$ cat src/rtl/trc_pkg.sv
package trc_pkg;
   localparam int SMP_W      = 16;
   localparam int LANES      = 4;
   localparam int BEAT_W     = SMP_W * LANES;
   localparam int BEAT_BYTES = BEAT_W / 8;
   localparam int BEAT_SH    = $clog2(BEAT_BYTES);

   typedef enum logic [1:0] {
      CAP_FILL = 2'd0,
      CAP_POST = 2'd1,
      CAP_SWAP = 2'd2
   } cap_state_e;
endpackage

$ cat src/rtl/trc_packer.sv
module trc_packer
   import trc_pkg::*;
(
   input  logic              clk,
   input  logic              rst_n,
   input  logic              in_fire,
   input  logic [SMP_W-1:0]  in_data,
   output logic              last_lane,
   output logic [BEAT_W-1:0] word
);
   localparam int LANE_W = $clog2(LANES);

   logic [LANE_W-1:0] lane_q;

   assign last_lane = (lane_q == LANE_W'(LANES - 1));

   always_ff @(posedge clk or negedge rst_n) begin
      if (!rst_n)       lane_q <= '0;
      else if (in_fire) lane_q <= lane_q + 1'b1;
   end

   // lanes below the top are held in registers; the top lane is the live sample
   for (genvar k = 0; k < LANES - 1; k++) begin : g_lane
      logic [SMP_W-1:0] acc_q;
      always_ff @(posedge clk or negedge rst_n) begin
         if (!rst_n)                                  acc_q <= '0;
         else if (in_fire && lane_q == LANE_W'(k))    acc_q <= in_data;
      end
      assign word[k*SMP_W +: SMP_W] = acc_q;
   end
   assign word[BEAT_W-1 -: SMP_W] = in_data;
endmodule

$ cat src/rtl/trc_pool.sv
module trc_pool #(
   parameter int NUM_BUFS = 4,
   parameter int IDX_W    = 2
) (
   input  logic             clk,
   input  logic             rst_n,
   input  logic             rel_valid,
   input  logic [IDX_W-1:0] rel_idx,
   input  logic [IDX_W-1:0] cur_idx,
   input  logic             take,
   input  logic [IDX_W-1:0] take_idx,
   output logic             take_ok
);
   logic [NUM_BUFS-1:0] free_vec;

   for (genvar b = 0; b < NUM_BUFS; b++) begin : g_buf
      logic free_q;
      always_ff @(posedge clk or negedge rst_n) begin
         if (!rst_n)
            free_q <= (b != 0);
         else if (take && take_idx == IDX_W'(b))
            free_q <= 1'b0;
         else if (rel_valid && rel_idx == IDX_W'(b) && cur_idx != IDX_W'(b))
            free_q <= 1'b1;
      end
      assign free_vec[b] = free_q;
   end

   assign take_ok = free_vec[take_idx];
endmodule

$ cat src/rtl/trc_fifo.sv
module trc_fifo #(
   parameter int W     = 8,
   parameter int DEPTH = 4
) (
   input  logic         clk,
   input  logic         rst_n,
   input  logic         push,
   input  logic [W-1:0] din,
   input  logic         pop,
   output logic [W-1:0] dout,
   output logic         empty,
   output logic         full
);
   localparam int PTR_W = $clog2(DEPTH);
   localparam int CNT_W = PTR_W + 1;

   logic [W-1:0]     mem_q [DEPTH];
   logic [PTR_W-1:0] wr_q, rd_q;
   logic [CNT_W-1:0] cnt_q;
   logic             do_push, do_pop;

   assign empty   = (cnt_q == '0);
   assign full    = (cnt_q == CNT_W'(DEPTH));
   assign do_push = push && !full;
   assign do_pop  = pop && !empty;
   assign dout    = mem_q[rd_q];

   always_ff @(posedge clk) begin
      if (do_push) mem_q[wr_q] <= din;
   end

   always_ff @(posedge clk or negedge rst_n) begin
      if (!rst_n) begin
         wr_q  <= '0;
         rd_q  <= '0;
         cnt_q <= '0;
      end else begin
         if (do_push) wr_q <= wr_q + 1'b1;
         if (do_pop)  rd_q <= rd_q + 1'b1;
         if (do_push && !do_pop)      cnt_q <= cnt_q + 1'b1;
         else if (do_pop && !do_push) cnt_q <= cnt_q - 1'b1;
      end
   end
endmodule

$ cat src/rtl/trig_ring_capture.sv
module trig_ring_capture
   import trc_pkg::*;
#(
   parameter int              ADDR_W    = 32,
   parameter int              BUF_BYTES = 1 << 20,
   parameter int              NUM_BUFS  = 100,
   parameter logic [ADDR_W-1:0] BASE_ADDR = '0,
   parameter int              CMP_DEPTH = 8,
   localparam int             BEATS     = BUF_BYTES / BEAT_BYTES,
   localparam int             OFS_W     = $clog2(BEATS),
   localparam int             IDX_W     = $clog2(NUM_BUFS)
) (
   input  logic              clk,
   input  logic              rst_n,
   input  logic              smp_valid,
   output logic              smp_ready,
   input  logic [SMP_W-1:0]  smp_data,
   input  logic              trig,
   output logic              beat_valid,
   input  logic              beat_ready,
   output logic [ADDR_W-1:0] beat_addr,
   output logic [BEAT_W-1:0] beat_data,
   input  logic              free_valid,
   input  logic [IDX_W-1:0]  free_idx,
   output logic              irq,
   output logic [IDX_W-1:0]  cmp_idx,
   output logic [OFS_W-1:0]  cmp_ofs,
   input  logic              cmp_pop,
   output logic              ovf
);
   localparam int HALF   = BEATS / 2;
   localparam int CNT_W  = $clog2(HALF + 1);
   localparam int BUF_SH = $clog2(BUF_BYTES);
   localparam int CMP_W  = IDX_W + OFS_W;

   if (BUF_BYTES < 2 * BEAT_BYTES || (BUF_BYTES & (BUF_BYTES - 1)) != 0) begin : g_bad_buf
      $error("BUF_BYTES must be a power of two of at least two beats");
   end
   if (NUM_BUFS < 2) begin : g_bad_pool
      $error("NUM_BUFS must be at least 2");
   end
   if (CMP_DEPTH < 2 || (CMP_DEPTH & (CMP_DEPTH - 1)) != 0) begin : g_bad_cmp
      $error("CMP_DEPTH must be a power of two of at least 2");
   end
   if (IDX_W + BUF_SH > ADDR_W) begin : g_bad_addr
      $error("ADDR_W too narrow for the pool");
   end

   cap_state_e        state_q;
   logic [IDX_W-1:0]  cur_q, nxt_idx;
   logic [OFS_W-1:0]  ofs_q;
   logic [CNT_W-1:0]  cnt_q;
   logic              last_lane, nxt_free, closing, accept_last;
   logic              smp_fire, beat_fire, swap_go, cf_full, cf_empty;
   logic [BEAT_W-1:0] word;
   logic [CMP_W-1:0]  cf_dout;

   assign nxt_idx     = (cur_q == IDX_W'(NUM_BUFS - 1)) ? '0 : cur_q + 1'b1;
   assign closing     = (state_q == CAP_POST) && (cnt_q == CNT_W'(1));
   assign accept_last = (state_q != CAP_SWAP) && (!beat_valid || beat_ready) &&
                        !(closing && cf_full);
   assign smp_ready   = !last_lane || accept_last;
   assign smp_fire    = smp_valid && smp_ready;
   assign beat_fire   = smp_fire && last_lane;
   assign swap_go     = (state_q == CAP_SWAP) && nxt_free;
   assign ovf         = (state_q == CAP_SWAP) && !nxt_free;

   trc_packer u_pack (
      .clk       (clk),
      .rst_n     (rst_n),
      .in_fire   (smp_fire),
      .in_data   (smp_data),
      .last_lane (last_lane),
      .word      (word)
   );

   trc_pool #(.NUM_BUFS(NUM_BUFS), .IDX_W(IDX_W)) u_pool (
      .clk       (clk),
      .rst_n     (rst_n),
      .rel_valid (free_valid),
      .rel_idx   (free_idx),
      .cur_idx   (cur_q),
      .take      (swap_go),
      .take_idx  (nxt_idx),
      .take_ok   (nxt_free)
   );

   trc_fifo #(.W(CMP_W), .DEPTH(CMP_DEPTH)) u_cmp (
      .clk   (clk),
      .rst_n (rst_n),
      .push  (beat_fire && closing),
      .din   ({cur_q, ofs_q + 1'b1}),
      .pop   (cmp_pop),
      .dout  (cf_dout),
      .empty (cf_empty),
      .full  (cf_full)
   );

   assign irq     = !cf_empty;
   assign cmp_idx = cf_dout[CMP_W-1 -: IDX_W];
   assign cmp_ofs = cf_dout[OFS_W-1:0];

   always_ff @(posedge clk or negedge rst_n) begin
      if (!rst_n) begin
         state_q <= CAP_FILL;
         cur_q   <= '0;
         ofs_q   <= '0;
         cnt_q   <= '0;
      end else begin
         case (state_q)
            CAP_FILL: if (trig) begin
               state_q <= CAP_POST;
               cnt_q   <= CNT_W'(HALF);
            end
            CAP_POST: if (beat_fire) begin
               if (closing) state_q <= CAP_SWAP;
               cnt_q <= cnt_q - 1'b1;
            end
            CAP_SWAP: if (nxt_free) begin
               state_q <= CAP_FILL;
               cur_q   <= nxt_idx;
            end
            default: state_q <= CAP_FILL;
         endcase
         if (swap_go)        ofs_q <= '0;
         else if (beat_fire) ofs_q <= ofs_q + 1'b1;
      end
   end

   always_ff @(posedge clk or negedge rst_n) begin
      if (!rst_n) begin
         beat_valid <= 1'b0;
         beat_addr  <= '0;
         beat_data  <= '0;
      end else if (beat_fire) begin
         beat_valid <= 1'b1;
         beat_addr  <= BASE_ADDR + (ADDR_W'(cur_q) << BUF_SH) + (ADDR_W'(ofs_q) << BEAT_SH);
         beat_data  <= word;
      end else if (beat_ready) begin
         beat_valid <= 1'b0;
      end
   end
endmodule

$ cat config.mk
export PLATFORM = sky130hd
export DESIGN_NAME = trig_ring_capture
export DESIGN_NICKNAME = d
export VERILOG_FILES = /design/src/rtl/trc_pkg.sv /design/src/rtl/trc_packer.sv /design/src/rtl/trc_pool.sv /design/src/rtl/trc_fifo.sv /design/src/rtl/trig_ring_capture.sv
export SDC_FILE = /design/constraint.sdc
export NUM_CORES = 1
export LEC_CHECK = 0
export CAP_MARGIN = 15
export CORE_ASPECT_RATIO = 1.5
export CORE_MARGIN = 2
export CORE_UTILIZATION = 53
export CTS_CLUSTER_DIAMETER = 150
export CTS_CLUSTER_SIZE = 28
export DETAILED_ROUTE_END_ITERATION = 8
export PLACE_DENSITY = 0.74
export SLEW_MARGIN = 15
export SYNTH_ARGS = -nofsm -noshare
export SYNTH_HDL_FRONTEND = slang
export SYNTH_SLANG_ARGS = --single-unit
export TNS_END_PERCENT = 50
$ cat constraint.sdc
create_clock -name clk -period 4.03 [get_ports clk]
set_input_delay 0.806 -clock clk [delete_from_list [all_inputs] [get_ports clk]]
set_output_delay 0.806 -clock clk [all_outputs]
set_load 0.005 [all_outputs]
After elaboration in Yosys (flattened, before gate mapping)
Memories as Yosys holds them, arrays and structs flattened.
Cells that the tools add are included.
Operators by class
  $add $sub $neg: 9
  mux-type cells: 219
  eq/ne operators: 310
  reduce and logical (&&, ||, !) cells: 439
  $lt $le $gt $ge: 1
Operators with widths (number)
  == test 7 bit (second input constant): 73
  == test 7 x 6 -> 1 bit (second input constant): 64
  logical AND 1 bit: 316
  inequality test 7 bit (second input constant): 36
  == test 7 x 5 -> 1 bit (second input constant): 32
  inequality test 7 x 6 -> 1 bit (second input constant): 32
  nonzero test 2 bit: 104
  two-way mux 1 bit: 205
  == test 7 x 4 -> 1 bit (second input constant): 16
  inequality test 7 x 5 -> 1 bit (second input constant): 16
  two-way mux 17 bit: 4
  == test 7 x 3 -> 1 bit (second input constant): 8
  inequality test 7 x 4 -> 1 bit (second input constant): 8
  case mux 17 bit (2 select lines): 1
  adder 27 x 20 -> 28 bit: 1
  == test 7 x 2 -> 1 bit (second input constant): 4
  inequality test 7 x 3 -> 1 bit (second input constant): 4
  adder 17 x 1 -> 17 bit (second input constant): 1
  == test 17 x 1 -> 1 bit (second input constant): 1
  subtractor 17 x 1 -> 17 bit (second input constant): 1
  == test 7 x 1 -> 1 bit (second input constant): 2
  logical NOT 7 bit: 2
  inequality test 7 x 2 -> 1 bit (second input constant): 2
  inequality test 2 bit (second input constant): 5
  other kinds (23): 40
Storage, ports and cells
  memory bits (writable): 192
  word-level logic and storage cells: 1093
  memories: 1
  register bits: 300
  bits of input ports: 30
  output and inout bits: 124
Memories
  u_cmp.mem_q: words 8, bits a word 24, read ports 1, clocked after memory_dff 0, wr ports 1, RTL line trc_fifo.sv:17  | logic [W-1:0] mem_q [DEPTH];

Longest topological paths before layout
  depth after elaboration: 14
  gate-level depth with buffers: 17

Cells and area by module
A second synthesis with hierarchy kept.
Unflattened totals
  cells, all modules: 1771
  area, all modules: 22038.6 um^2
By module, submodules not included
  trc_fifo: area each 7893.8 um^2, instances 1, cells an instance 342
  trig_ring_capture: area each 6039.5 um^2, instances 1, cells an instance 677
  trc_pool: area each 5874.4 um^2, instances 1, cells an instance 622
  trc_packer: area each 2230.9 um^2, instances 1, cells an instance 130

Worst setup path before layout
Ideal clock, no wire load.
  path kind: input to register
  from: input beat_ready
  to: memory u_cmp.mem_q[3][0] in the netlist's numbering (enable)
  buffers on the path: 1
  path slack: -238 ps
  data required time: 3590 ps
  arrival: 3828 ps
  stages: 8
  path through: nand2b_1 -> and2_1 -> o311ai_2 -> or2_1 -> clkbuf_1 -> nor2_1 -> nand2_1 -> nor3b_1
On the way
  cells in the longest elaborated chain, start to end: 10
Ends and longest elaborated chain
  start: declaration: RTL line trig_ring_capture.sv:20  | input logic beat_ready,
  logical OR 1 bit: RTL line trig_ring_capture.sv:60  | assign accept_last = (state_q != CAP_SWAP) && (!beat_valid || beat_ready) &&
  logical AND 1 bit (2 in series): RTL line trig_ring_capture.sv:60
  logical OR 1 bit: RTL line trig_ring_capture.sv:62  | assign smp_ready = !last_lane || accept_last;
  logical AND 1 bit: RTL line trig_ring_capture.sv:63  | assign smp_fire = smp_valid && smp_ready;
  logical AND 1 bit: RTL line trig_ring_capture.sv:64  | assign beat_fire = smp_fire && last_lane;
  logical AND 1 bit: RTL line trig_ring_capture.sv:91  | .push (beat_fire && closing),
  logical AND 1 bit: RTL line trc_fifo.sv:24  | assign do_push = push && !full;
  via u_cmp.do_push: RTL line trc_fifo.sv:20  | logic do_push, do_pop;
  two-way mux 1 bit: RTL line trc_fifo.sv:29  | if (do_push) mem_q[wr_q] <= din;
  two-way mux 1 bit (implied by the code): RTL line trc_fifo.sv:29
  end: declaration: RTL line trc_fifo.sv:17
The timed path passes the listed nets, and every way through them passes these cells.

Worst setup path in the final report
  from: register cur_q[0]
  to: output ovf
On the way
  cells in the longest elaborated chain, start to end: 6
  elaborated cells on any way between the ends: 7
Ends and longest elaborated chain
  start: declaration: RTL line trig_ring_capture.sv:50  | logic [IDX_W-1:0] cur_q, nxt_idx;
  start signal: assignment: RTL line trig_ring_capture.sv:121  | cur_q <= nxt_idx;
  adder 7 x 1 -> 7 bit / == test 7 bit (equally long branches): RTL line trig_ring_capture.sv:58  | assign nxt_idx = (cur_q == IDX_W'(NUM_BUFS - 1)) ? '0 : cur_q + 1'b1;
  two-way mux 7 bit *: RTL line trig_ring_capture.sv:58
  binary-select mux 1 bit (select 7 bit) *: RTL line trc_pool.sv:29  | assign take_ok = free_vec[take_idx];
  two-way mux 1 bit (implied by the code) *: RTL line trc_pool.sv:29
  logical NOT 1 bit *: RTL line trig_ring_capture.sv:66  | assign ovf = (state_q == CAP_SWAP) && !nxt_free;
  logical AND 1 bit *: RTL line trig_ring_capture.sv:66
  end: declaration: RTL line trig_ring_capture.sv:29  | output logic ovf
Mark *: on every way between the ends. The rest lies on a longest branch, timed or not. The select of a mux whose other input is x is not followed.

==> flow_metrics.tcl <==
set metrics [dict create \
    status "finished, violations left" \
    violations "setup timing" \
    worst_r2r_path_depth 15 \
    design.die.area_mm2 0.0426 \
    syn_inst 1801 \
    antenna_found_initial 0 \
    maxCapViolations 0 \
    rows 90 \
    cp.required_ns 3.22 \
    critPathLaunchType "flip-flop" \
    worstSetupPathDepth 12 \
    num-fill-cells 3121 \
    grt_pass1_wl_um 94900 \
    drc 0 \
    grt_usage 0.296 \
    clock.fmax_ghz 0.243 \
    power.density_mw_per_mm2 521 \
    drive_above_1_share 0.215 \
    cts_hold_buf 0 \
    grt_busiest_layer "met2" \
    cts_inserted_buffers 21 \
    worst_setup_path_end_kind "output pin" \
    clk_pin_slew_ns 0.12 \
    antennaDiodeCount 0 \
    yosysWarnings 0 \
    setup_viol 1 \
    cts_tree "yes" \
    first_global_vias 15700 \
    detail-route-antenna-nets 0 \
    drt_iter0_drc 1575 \
    viasPerCell 6.13 \
    skew_ns 0.0480 \
    setup-tns-final_ns -0.0829 \
    pin_count 154 \
    placed_area_mm2 0.0243 \
    final_area_mm2 0.0252 \
    totalWireLength_um 62600 \
    root_buffer "clkbuf_16" \
    reg2reg_to "u_cmp.cnt_q[3]" \
    synth_area_mm2 0.0217 \
    met1_usage 0.351 \
    finalPower_mw 13.1 \
    grt_max_degree 84 \
    met2_usage 0.518 \
    finalMaxSlewViolations 0 \
    hold_path.class "in2async" \
    wl_per_cell_um 25.0 \
    place.port_buffers 145 \
    rsz0062_at_grt "yes" \
    cp_top_family "compound AO/OA/AOI/OAI gates" \
    dp_hpwl_um 44300 \
    yosysUniqueCellTypes 76 \
    clock_path_buffers 3 \
    synth_edf_count 192 \
    avgSynthCellArea_um2 12.0 \
    p_leak_nw 10.1 \
    cts_max_level 1 \
    endpoint "ovf" \
    met3_usage 0.0325 \
    rrSetupSlack_ns 0.35 \
    die_h_um 252 \
    fin_ws_ns -0.0829 \
    place_congestion 0.961 \
    cts_sinks 484 \
    fin_crit_ns 4.11 \
    relSlewSlack 0.360 \
    fin_crit_sh 1.02 \
    ys_ff_latch 484 \
    critPathMaxStageDelay_ns 0.43 \
    arrival_ns 3.31 \
    clk_latency_ns 0.59 \
    fp.coreArea_mm2 0.0403 \
    worstPathMaxFanout 5 \
    crit_buf_inv 3 \
    async_reset_ff_frac 0.603 \
    synth-main-ff-cell "dfrtp_1" \
    tightest_slew_ns 0.961 \
    critical_path_class "reg2out" \
    die_w_um 169 \
    start_util 0.538 \
    first_pass_iters 5 \
    nNetsFinal 2032 \
    crit_path_start "cur_q[0]" \
    cp_slowest_cell "dfrtp_1" \
    vias 15400 \
    rr_startpoint "cnt_q[8]" \
    grt_overflow 0 \
    yosysSeqAreaShare 0.609 \
    irDropWorstVdd_mv 0.448 \
    path_cells "ha_4 > nor3b_4 > a21oi_4 > buf_6 > buf_12 > mux2i_1 > a221o_1 > o2111a_2 > a41oi_4 > and3b_2 > nor2_4 > buf_2" \
    hold_violations 0 \
    area_growth_pct 16.3 \
]
registers in the layout, indices dropped and copies added (netlist names), 2 cells and up:
register / count
cnt_q: 17
u_cmp.mem_q: 192
state_q: 2
beat_data: 64
u_pack.g_lane.acc_q: 48
ofs_q: 17
cur_q: 7
beat_addr: 24
u_pool.g_buf.free_q: 100
u_cmp.rd_q: 3
u_cmp.wr_q: 3
u_pack.lane_q: 2
u_cmp.cnt_q: 4
layer usage:
metal  wire length, um  vias to the layer above
met5                 0                        -
met4              4710                        0
met3              3470                      216
met2             31700                      690
met1             22700                     7663
li1                  -                     6795
cell families after synthesis:
group,count (synthesis),share of synthesized area
compound gates,289,0.0871
xor+xnor,55,0.0222
fa+ha+maj,18,0.0107
buf+inv,130,0.0280
flops,484,0.609
mux,148,0.105
other cells,1,0.000173
simple gates,676,0.138
what timing repair did:
item	4_1_cts	5_1_grt
setup endpoints to repair	2	3
resized for setup	22	17
gates cloned	2	0
buffers inserted	9	7
pin swaps	7	11
power breakdown:
part | switching (mW) | internal, mW | total [mW]
Clock | 1.53 | 1.02 | 2.54
Combinational | 1.63 | 2.13 | 3.76
Sequential | 0.735 | 6.10 | 6.83
Total | 3.89 | 9.25 | 13.1
through the flow:
| step | hold slack, ns | cells | utilization | setup WS (ns) |
|---|---|---|---|---|
| after floorplan | 0.433 | 1808 | - | -0.238 |
| after global placement | 0.441 | 2450 | 0.602 | 0.0440 |
| after detailed placement | 0.445 | 2450 | 0.602 | 0.0220 |
| after CTS | 0.225 | 2499 | 0.623 | -0.126 |
| after global routing | 0.254 | 2505 | 0.625 | -0.181 |
| final | 0.210 | 2505 | 0.625 | -0.0829 |
synthesized netlist by cell type (all sizes together), types with 20 or more instances:
library cell,n,share of area
a21oi,78,0.019
a31oi,127,0.037
and2,43,0.012
and3,22,0.0064
buf,44,0.013
clkbuf,74,0.013
dfrtp,193,0.22
dfstp,99,0.12
edfxtp,192,0.27
mux2,80,0.042
mux4,54,0.056
nand2,425,0.074
nor2,78,0.014
nor3,24,0.0055
o21ai,22,0.0056
xnor2,35,0.014
xor2,20,0.0081
cell type report:
class                   instances  area, um^2  area share
clock buffers                  36         582      0.0231
clock inverters                 2        28.8     0.00114
inverters                      12        45.0     0.00179
multi-input cells            1194        8080       0.321
flip-flops and latches        484       13200       0.524
well taps                     506         633      0.0251
repair buffers                271        2630       0.104
how the worst min path moves through the flow:
stage                               from                        end
4_1_cts                            rst_n              beat_data[40]
5_1_grt                            rst_n  u_pack.g_lane[2].acc_q[6]
2_1_floorplan  u_pack.g_lane[0].acc_q[0]               beat_data[0]
6_report                           rst_n  u_pack.g_lane[2].acc_q[6]
3_5_place_dp   u_pack.g_lane[0].acc_q[6]               beat_data[6]
3_3_place_gp   u_pack.g_lane[2].acc_q[8]              beat_data[40]
placed cells by master (no fill, tap or decap), types with 11 or more instances in the layout:
cell type / count
a21oi_1: 76
a31oi_1: 127
and2_1: 39
and3_1: 22
buf_12: 15
buf_4: 105
clkbuf_1: 15
clkbuf_16: 21
clkdlybuf4s50_1: 143
dfrtp_1: 191
dfstp_2: 99
edfxtp_1: 192
ha_1: 16
inv_1: 11
mux2_2: 80
mux2i_1: 12
mux4_2: 52
nand2_1: 422
nand2b_1: 11
nand3_1: 15
nor2_1: 74
nor3_1: 19
o21ai_0: 18
xnor2_1: 35
xor2_1: 20
No activity file was read; power rests on OpenSTA's default activity.
